--- src/rtl/dpca_pkg.sv ---
package dpca_pkg;

    typedef enum logic [1:0] {
        ST_IDLE    = 2'd0,
        ST_SETTLE  = 2'd1,
        ST_GRANT_L = 2'd2,
        ST_GRANT_R = 2'd3
    } arb_state_e;

    typedef enum logic {
        SIDE_L = 1'b0,
        SIDE_R = 1'b1
    } side_e;

endpackage

--- src/rtl/dpca_clash_detect.sv ---
module dpca_clash_detect
    import dpca_pkg::*;
#(
    parameter int ADDR_W = 14
) (
    input  logic              clk,
    input  logic              rst_n,
    input  logic              ce_l_n,
    input  logic [ADDR_W-1:0] addr_l,
    input  logic              ce_r_n,
    input  logic [ADDR_W-1:0] addr_r,
    output logic              clash,
    output side_e             first_side
);

    logic  en_l, en_r;
    logic  was_l_q, was_r_q;
    side_e first_q;

    assign en_l  = !ce_l_n;
    assign en_r  = !ce_r_n;
    assign clash = en_l && en_r && (addr_l == addr_r);

    // Seniority: a lone enabled port becomes senior; a simultaneous start favours left.
    always_comb begin
        first_side = first_q;
        if (en_l && !en_r) begin
            first_side = SIDE_L;
        end else if (en_r && !en_l) begin
            first_side = SIDE_R;
        end else if (en_l && en_r && !was_l_q && !was_r_q) begin
            first_side = SIDE_L;
        end
    end

    always_ff @(posedge clk or negedge rst_n) begin
        if (!rst_n) begin
            was_l_q <= 1'b0;
            was_r_q <= 1'b0;
            first_q <= SIDE_L;
        end else begin
            was_l_q <= en_l;
            was_r_q <= en_r;
            first_q <= first_side;
        end
    end

    assert_tie_goes_left_R4: assert property (@(posedge clk) disable iff (!rst_n)
        (en_l && en_r && $past(ce_l_n) && $past(ce_r_n)) |-> (first_side == SIDE_L));

endmodule

--- src/rtl/dpca_arb_fsm.sv ---
module dpca_arb_fsm
    import dpca_pkg::*;
#(
    parameter int BUSY_DLY = 2
) (
    input  logic  clk,
    input  logic  rst_n,
    input  logic  master,
    input  logic  clash,
    input  side_e first_side,
    output logic  block_l,
    output logic  block_r
);

    localparam int CW = (BUSY_DLY < 2) ? 1 : $clog2(BUSY_DLY + 1);
    localparam logic [CW-1:0] LAST = CW'(BUSY_DLY - 1);

    arb_state_e state_q, state_d;
    logic [CW-1:0] cnt_q, cnt_d;
    side_e win_q, win_d;

    function automatic arb_state_e grant_of(input side_e s);
        return (s == SIDE_L) ? ST_GRANT_L : ST_GRANT_R;
    endfunction

    always_ff @(posedge clk or negedge rst_n) begin
        if (!rst_n) begin
            state_q <= ST_IDLE;
            cnt_q   <= '0;
            win_q   <= SIDE_L;
        end else begin
            state_q <= state_d;
            cnt_q   <= cnt_d;
            win_q   <= win_d;
        end
    end

    always_comb begin
        state_d = state_q;
        cnt_d   = cnt_q;
        win_d   = win_q;
        if (!master) begin
            state_d = ST_IDLE;                       // slave-park
            cnt_d   = '0;
        end else begin
            unique case (state_q)
                ST_IDLE: begin
                    if (clash) begin
                        win_d = first_side;
                        if (BUSY_DLY <= 1) begin
                            state_d = grant_of(first_side);   // idle-to-grant
                        end else begin
                            state_d = ST_SETTLE;              // idle-to-settle
                            cnt_d   = CW'(1);
                        end
                    end
                end
                ST_SETTLE: begin
                    if (!clash) begin
                        state_d = ST_IDLE;                    // settle-abort
                        cnt_d   = '0;
                    end else if (cnt_q == LAST) begin
                        state_d = grant_of(win_q);            // settle-to-grant
                    end else begin
                        cnt_d = cnt_q + CW'(1);               // settle-count
                    end
                end
                ST_GRANT_L, ST_GRANT_R: begin
                    if (!clash) begin
                        state_d = ST_IDLE;                    // grant-release
                        cnt_d   = '0;
                    end
                end
                default: state_d = ST_IDLE;
            endcase
        end
    end

    always_comb begin
        block_l = 1'b0;
        block_r = 1'b0;
        unique case (state_q)
            ST_GRANT_L: block_r = 1'b1;
            ST_GRANT_R: block_l = 1'b1;
            ST_IDLE, ST_SETTLE: ;
            default: ;
        endcase
    end

    assert_grant_needs_clash_R5: assert property (@(posedge clk) disable iff (!rst_n)
        (state_q == ST_GRANT_L || state_q == ST_GRANT_R) |-> $past(clash));

    assert_winner_kept_L_R6: assert property (@(posedge clk) disable iff (!rst_n)
        (state_q == ST_GRANT_L) |=> (state_q != ST_GRANT_R));

    assert_winner_kept_R_R6: assert property (@(posedge clk) disable iff (!rst_n)
        (state_q == ST_GRANT_R) |=> (state_q != ST_GRANT_L));

    assert_no_early_grant_R3: assert property (@(posedge clk) disable iff (!rst_n)
        ($past(state_q) == ST_IDLE && BUSY_DLY > 1) |-> (state_q != ST_GRANT_L && state_q != ST_GRANT_R));

endmodule

--- src/rtl/dpca_slave_settle.sv ---
module dpca_slave_settle #(
    parameter int SETTLE_CYC = 3
) (
    input  logic clk,
    input  logic rst_n,
    input  logic enable,
    input  logic busy_in_n,
    output logic hold
);

    localparam int SW = (SETTLE_CYC < 2) ? 1 : $clog2(SETTLE_CYC + 1);
    localparam logic [SW-1:0] LOAD = SW'(SETTLE_CYC - 1);

    logic          prev_q;
    logic          moved;
    logic [SW-1:0] cnt_q;

    assign moved = (busy_in_n != prev_q);
    assign hold  = enable && (!busy_in_n || moved || (cnt_q != '0));

    always_ff @(posedge clk or negedge rst_n) begin
        if (!rst_n) begin
            prev_q <= 1'b1;
            cnt_q  <= '0;
        end else begin
            prev_q <= busy_in_n;
            if (!enable) begin
                cnt_q <= '0;
            end else if (moved) begin
                cnt_q <= LOAD;
            end else if (cnt_q != '0) begin
                cnt_q <= cnt_q - SW'(1);
            end
        end
    end

    assert_hold_on_change_R9: assert property (@(posedge clk) disable iff (!rst_n)
        (enable && busy_in_n != $past(busy_in_n)) |-> hold);

endmodule

--- src/rtl/dp_clash_arbiter.sv ---
module dp_clash_arbiter
    import dpca_pkg::*;
#(
    parameter int ADDR_W     = 14,
    parameter int BUSY_DLY   = 2,
    parameter int SETTLE_CYC = 3
) (
    input  logic              clk,
    input  logic              rst_n,
    input  logic              master_sel,
    input  logic              ce_l_n,
    input  logic [ADDR_W-1:0] addr_l,
    input  logic              wr_l_n,
    input  logic              ce_r_n,
    input  logic [ADDR_W-1:0] addr_r,
    input  logic              wr_r_n,
    input  logic              busy_in_l_n,
    input  logic              busy_in_r_n,
    output logic              busy_l_n,
    output logic              busy_r_n,
    output logic              wr_inh_l,
    output logic              wr_inh_r,
    output logic              wr_pass_l,
    output logic              wr_pass_r
);

    localparam int NPORT = 2;

    logic  clash;
    side_e first_side;
    logic  blk_l, blk_r;

    logic [NPORT-1:0] imp_n, hold, own_blk, inh, ce_n, wr_n, busy_n, pass;

    dpca_clash_detect #(.ADDR_W(ADDR_W)) u_detect (
        .clk        (clk),
        .rst_n      (rst_n),
        .ce_l_n     (ce_l_n),
        .addr_l     (addr_l),
        .ce_r_n     (ce_r_n),
        .addr_r     (addr_r),
        .clash      (clash),
        .first_side (first_side)
    );

    dpca_arb_fsm #(.BUSY_DLY(BUSY_DLY)) u_fsm (
        .clk        (clk),
        .rst_n      (rst_n),
        .master     (master_sel),
        .clash      (clash),
        .first_side (first_side),
        .block_l    (blk_l),
        .block_r    (blk_r)
    );

    assign imp_n   = {busy_in_r_n, busy_in_l_n};
    assign own_blk = {blk_r, blk_l};
    assign ce_n    = {ce_r_n, ce_l_n};
    assign wr_n    = {wr_r_n, wr_l_n};

    for (genvar p = 0; p < NPORT; p++) begin : g_port
        dpca_slave_settle #(.SETTLE_CYC(SETTLE_CYC)) u_settle (
            .clk       (clk),
            .rst_n     (rst_n),
            .enable    (!master_sel),
            .busy_in_n (imp_n[p]),
            .hold      (hold[p])
        );
        assign busy_n[p] = master_sel ? !own_blk[p] : imp_n[p];
        assign inh[p]    = master_sel ? own_blk[p] : hold[p];
        assign pass[p]   = !ce_n[p] && !wr_n[p] && !inh[p];
    end

    assign busy_l_n  = busy_n[0];
    assign busy_r_n  = busy_n[1];
    assign wr_inh_l  = inh[0];
    assign wr_inh_r  = inh[1];
    assign wr_pass_l = pass[0];
    assign wr_pass_r = pass[1];

    assert_busy_blocks_write_R7: assert property (@(posedge clk) disable iff (!rst_n)
        (master_sel && (!busy_l_n || !busy_r_n)) |-> !(wr_pass_l && !busy_l_n) && !(wr_pass_r && !busy_r_n));

    assert_single_busy_R6: assert property (@(posedge clk) disable iff (!rst_n)
        master_sel |-> !(!busy_l_n && !busy_r_n));

    assert_slave_no_pass_under_busy_R9: assert property (@(posedge clk) disable iff (!rst_n)
        (!master_sel && !busy_in_l_n) |-> !wr_pass_l);

endmodule

--- config.mk ---
export PLATFORM = sky130hd
export DESIGN_NAME = dp_clash_arbiter
export DESIGN_NICKNAME = d
export VERILOG_FILES = /design/src/rtl/dpca_pkg.sv /design/src/rtl/dpca_clash_detect.sv /design/src/rtl/dpca_arb_fsm.sv /design/src/rtl/dpca_slave_settle.sv /design/src/rtl/dp_clash_arbiter.sv
export SDC_FILE = /design/constraint.sdc
export NUM_CORES = 1
export LEC_CHECK = 0
export BUFFER_PORTS_ARGS = -buffer_cell sky130_fd_sc_hd__clkbuf_2
export CORE_UTILIZATION = 44
export CTS_CLUSTER_DIAMETER = 30
export CTS_CLUSTER_SIZE = 14
export DETAILED_ROUTE_END_ITERATION = 8
export GPL_TIMING_DRIVEN = 1
export PLACE_DENSITY = 0.76
export RECOVER_POWER = 50
export SKIP_CTS_REPAIR_TIMING = 1
export SLEW_MARGIN = 20
export SYNTH_ARGS = -nofsm -noshare
export SYNTH_HDL_FRONTEND = slang
export SYNTH_SLANG_ARGS = --single-unit
export TNS_END_PERCENT = 10
--- constraint.sdc ---
create_clock -name clk -period 1.6 [get_ports clk]
set_input_delay 0.32 -clock clk [delete_from_list [all_inputs] [get_ports clk]]
set_output_delay 0.32 -clock clk [all_outputs]
set_load 0.05 [all_outputs]
; Word level (Yosys, flattened, before mapping)
; Index checks and enable logic that the tools add are counted.
[classes]
mux = 26
n_eq_ne = 11
add_sub_neg = 3
reduce_logical = 38
[op_table]
columns = cell, count
row1 = 2-bit 2-to-1 mux, 14
row2 = 14-bit equality test, 1
row3 = 1-bit zero test, 13
row4 = 1-bit logical AND, 12
row5 = 2-bit case mux with 3 select lines, 2
row6 = 1-bit 2-to-1 mux, 10
row7 = 3-bit AND reduction, 3
row8 = "4-bit inequality test, second input constant", 2
row9 = 3-bit nonzero test, 2
row10 = "2-bit by 1-bit equality test with 1-bit output, second input constant", 2
row11 = "2-bit equality test, second input constant", 2
row12 = 1-bit logical OR, 4
row13 = 2-bit nonzero test, 2
row14 = "2-bit by 1-bit subtractor with 2-bit output, second input constant", 2
row15 = "3-bit by 2-bit inequality test with 1-bit output, second input constant", 1
row16 = "3-bit inequality test, second input constant", 1
row17 = "2-bit by 1-bit adder with 2-bit output, second input constant", 1
row18 = 2-bit zero test, 1
row19 = 1-bit inequality test, 2
row20 = 2-bit OR reduction, 1
[totals]
output_inout_bits = 6
word_cells = 88
regBits = 14
inputBits = 37

; Depth between registers and ports, before layout
[logic_depth]
depth_word = 7
mapped_depth = 6
depth_no_buf = 6

; By module
; Synthesis repeated with hierarchy kept, for this count alone.
[hier_totals]
hier_cells = 88
area_unflattened_um2 = 913.4
[modules_own_cells]
columns = module, seq_area_each_um2, instances, cells_per_inst, area_each_um2
row1 = dpca_slave_settle, 76.3, 2, 12, 150.1
row2 = dpca_arb_fsm, 125.1, 1, 27, 274.0
row3 = dpca_clash_detect, 75.1, 1, 28, 262.8
row4 = dp_clash_arbiter, 0.0, 1, 9, 76.3

; Worst setup path after synthesis
; OpenSTA, ideal clock, no wires.
[synth_path]
path_type = reg2out
start = reg g_port[1].u_settle.cnt_q[0]
end = out wr_pass_r
required_time_ns = 1.280
stages_incl_launch_ff = 5
setup_slack_ns = -0.979
arrival_ns = 2.259
path_cell_list = dfrtp_1 -> inv_1 -> ha_1 -> a31oi_1 -> nor3_1
[synth_via]
elab_chain_len = 6
[synth_rtl]
columns = item, line
row1 = start: declaration, dpca_slave_settle.sv:16  ; logic [SW-1:0] cnt_q;
row2 = start signal: assignment, dpca_slave_settle.sv:32  ; cnt_q <= cnt_q - SW'(1);
row3 = 2-bit nonzero test, dpca_slave_settle.sv:19  ; assign hold = enable && (!busy_in_n || moved || (cnt_q != '0));
row4 = 1-bit logical OR, dpca_slave_settle.sv:19
row5 = 1-bit logical AND, dpca_slave_settle.sv:19
row6 = 1-bit 2-to-1 mux, dp_clash_arbiter.sv:70  ; assign inh[p] = master_sel ? own_blk[p] : hold[p];
row7 = net wr_inh_r, dp_clash_arbiter.sv:22  ; output logic wr_inh_r,
row8 = 1-bit zero test, dp_clash_arbiter.sv:71  ; assign pass[p] = !ce_n[p] && !wr_n[p] && !inh[p];
row9 = 1-bit logical AND, dp_clash_arbiter.sv:71
row10 = end: declaration, dp_clash_arbiter.sv:24  ; output logic wr_pass_r
; The timed path passes the listed nets, and every way through them passes these cells.

; Worst setup path in the final report
[layout_path]
start = reg u_fsm.state_q[1]
end = out busy_l_n
[layout_via]
elab_chain_len = 4
[layout_rtl]
columns = item, line
row1 = start: declaration, dpca_arb_fsm.sv:18  ; arb_state_e state_q, state_d;
row2 = start signal: assignment, dpca_arb_fsm.sv:32  ; state_q <= state_d;
row3 = 2-bit equality test, dpca_arb_fsm.sv:82  ; unique case (state_q)
row4 = 1-bit 2-to-1 mux, dpca_arb_fsm.sv:82
row5 = 1-bit zero test, dp_clash_arbiter.sv:69  ; assign busy_n[p] = master_sel ? !own_blk[p] : imp_n[p];
row6 = 1-bit 2-to-1 mux, dp_clash_arbiter.sv:69
row7 = end: declaration, dp_clash_arbiter.sv:19  ; output logic busy_l_n,
; No other way between the ends.

==> flow_metrics.py <==
metrics = {
    "global_routing": {
        "antenna_found_initial": 0,
        "grt_max_degree": 15,
        "grt_pass1_wl_um": 2970,
        "grt_usage_pct": 19.8,
        "grt_pass1_vias": 740,
        "grt_overflow": 0,
    },
    "cells_and_area": {
        "utilization_pct": 74.3,
        "nets": 189,
        "area_growth_pct": 53.1,
        "fin_cells": 171,
        "layout_commonest_cell": "clkbuf_2",
        "antenna-diode-count": 0,
        "drive_gt1_share_pct": 47.3,
        "layout_common_cells": "35 x clkbuf_2, 14 x xnor2_1, 12 x dfrtp_1",
    },
    "clock_network": {
        "clk_pin_slew_ns": 0.08,
        "clk_latency_ns": 0.28,
        "cts_buffer_depth": 2,
        "cts_made_buffers": 3,
        "cts_tree": "built",
        "clkSinkCount": 14,
        "cts-root-buf": "clkbuf_4",
        "htreeDepth": 1,
    },
    "route": {
        "dr_total_vias": 851,
        "top_layer": "met4",
        "met1_length_um": 853,
        "wl_um": 2050,
        "viasPerCell": 4.98,
        "dr.pass1.iters": 4,
        "wl_met3_um": 86,
        "drc": 0,
        "wire_per_inst_um": 12.0,
        "wl_met2_um": 1100,
        "drt_iter0_drc": 11,
        "ant_nets": 0,
    },
    "floorplanning": {
        "die-area_um2": 2170,
        "io_pins": 43,
        "die_x_um": 46.6,
        "core_um2": 1800,
        "rows": 15,
        "initial_utilization_pct": 48.5,
        "chipHeight_um": 46.6,
    },
    "yosys": {
        "ys_warn_count": 0,
        "synth_area_um2": 875,
        "synth_cells": 93,
        "syn_area_per_cell_um2": 9.40,
        "synth_seq_cells": 14,
        "synth_nets": 135,
        "synth.distinct_cells": 30,
        "seq_area_frac_synth_pct": 40.3,
    },
    "worst_setup_path": {
        "rr_worst_depth": 6,
        "critPathLaunchType": "flip-flop",
        "reg2reg_to": "u_fsm.cnt_q[1]",
        "required_ns": 1.28,
        "cp-end-kind": "output pin",
        "crit_type": "flip-flop to output pin",
        "worstSetupStartpoint": "u_fsm.state_q[1]",
        "path_max_fanout": 3,
        "rrSetupSlack_ns": 0.04,
        "crit_arrival_ns": 1.36,
        "crit_end": "busy_l_n",
        "r2r-start": "u_fsm.cnt_q[1]",
    },
    "hold_path": {
        "hold_path.class": "input pin to flip-flop",
        "hold-path-cell-count": 1,
        "min_from": "busy_in_l_n",
    },
    "pwr": {
        "sw_frac_of_total_pct": 30.5,
        "p_comb_share_pct": 32.6,
        "ir_drop_uv": 543,
        "seqPwrFrac_pct": 43.9,
        "clock_power_share_pct": 23.5,
        "total_power_uw": 882,
        "p_switching_uw": 269,
        "p_int_uw": 613,
        "p_leak_uw": 0.000600,
        "p_per_area_nw_per_um2": 659,
    },
    "placement": {
        "dp_cells": 166,
        "numPortBuffers": 42,
        "gp_congestion": 0.768,
        "dpl.hpwl_um": 1710,
    },
    "timing": {
        "period_share_pct": 105,
        "period_needed_ns": 1.68,
        "finalSetupViolCount": 5,
        "final.setup.worst_slack_ns": -0.0831,
        "skew_ns": 0.00428,
        "hold_viol": 0,
        "rsz0062_at_grt": "yes",
        "hold_slack_ns": 0.197,
        "tns_ns": -0.307,
        "worstMarginPinSlew_ns": 0.350,
        "max_freq_ghz": 0.594,
        "slew_violations": 0,
        "maxSlewHeadroom_pct": 76.7,
    },
    "outcome": {
        "outcome": "complete, but fails checks",
        "violations": "setup timing",
    },
    "job": {
        "cap_violations": 0,
    },
}
metrics by stage:
| stage | setup WS (ns) | area [um2] |
|---|---|---|
| 5_1_grt | -0.159 | 1340 |
| 6_report | -0.0831 | 1340 |
| 3_5_place_dp | -0.307 | 1220 |
| 3_3_place_gp | -0.252 | 1220 |
| 2_1_floorplan | -0.186 | 933 |
| 4_1_cts | -0.258 | 1250 |
worst max-delay path, cell delays in order (launching register included):
cell and delay, ns:
dfrtp_1 0.40, a21oi_1 0.29, a21o_1 0.12, clkbuf_2 0.27
cells by family (layout without fill, tap and decap cells):
logic type | Yosys count | in the layout | synth area share (%)
adders and majority gates | 5 | 5 | 7.15
buffers and inverters | 12 | 65 | 5.29
DFF | 14 | 14 | 40.3
AOI/OAI and AO/OA | 16 | 16 | 12.3
and+or+nand+nor | 29 | 29 | 17.6
xor gates and xnor gates | 16 | 16 | 16.0
muxes | 1 | 1 | 1.29
sequential cells by signal, indices dropped and copies added, names as in the netlist:
name	count
u_fsm.state_q	2
g_port.u_settle.cnt_q	4
u_detect.first_q	1
u_detect.was_r_q	1
u_detect.was_l_q	1
g_port.u_settle.prev_q	2
u_fsm.win_q	1
u_fsm.cnt_q	2
worst min path at each step:
stage / endpoint / slack (ns)
after floorplan: g_port[0].u_settle.cnt_q[0] / 0.02
after global placement: u_fsm.cnt_q[0] / 0.24
after detailed placement: g_port[0].u_settle.cnt_q[0] / 0.24
after CTS: u_fsm.state_q[1] / -0.06
after global routing: g_port[0].u_settle.prev_q / 0.19
final: g_port[0].u_settle.prev_q / 0.20
synth_stat cells:
cell      count  area (um2)
xnor2_1      14         123
dfrtp_1      12         300
nor2_1        9        33.8
inv_1         8        30.0
nor3_1        6        30.0
ha_1          5        62.6
a21oi_1       3        15.0
a31oi_1       3        18.8
nand4_1       3        18.8
a211oi_1      2        15.0
a21o_1        2        15.0
clkbuf_1      2        7.51
dfstp_2       2        52.6
nand2_1       2        7.51
nand3_1       2        10.0
o21ai_0       2        10.0
or2_1         2        12.5
xor2_1        2        17.5
a311oi_1      1        8.76
buf_2         1        5.00
inv_2         1        3.75
mux2_1        1        11.3
nor2b_1       1        6.26
nor4_1        1        6.26
nor4_2        1        12.5
o211ai_1      1        7.51
o31a_1        1        8.76
o32ai_1       1        8.76
or3b_1        1        8.76
or4_1         1        7.51
area by class of cell:
cell class | instances | area [um2]
inverters | 9 | 33.8
well taps | 25 | 31.3
repair buffers | 52 | 309
fillers | 143 | 463
flip-flops and latches | 14 | 353
multi-input cells | 67 | 586
clock buffers | 4 | 26.3
metal layers:
layer  vias up  global-route usage [%]
met1       389                    23.6
met2        33                    35.0
met5         -                       0
li1        427                       -
met3         2                    3.53
met4         0                    7.06
power by group through the flow:
stage	logic (uW)	clock network, uW	registers [uW]
finish	288	207	387
global placement	250	0	391
CTS	263	218	386
detailed placement	261	0	393
global route	315	235	390
floorplan	155	0	390
Power figures use the tool's default switching activity.
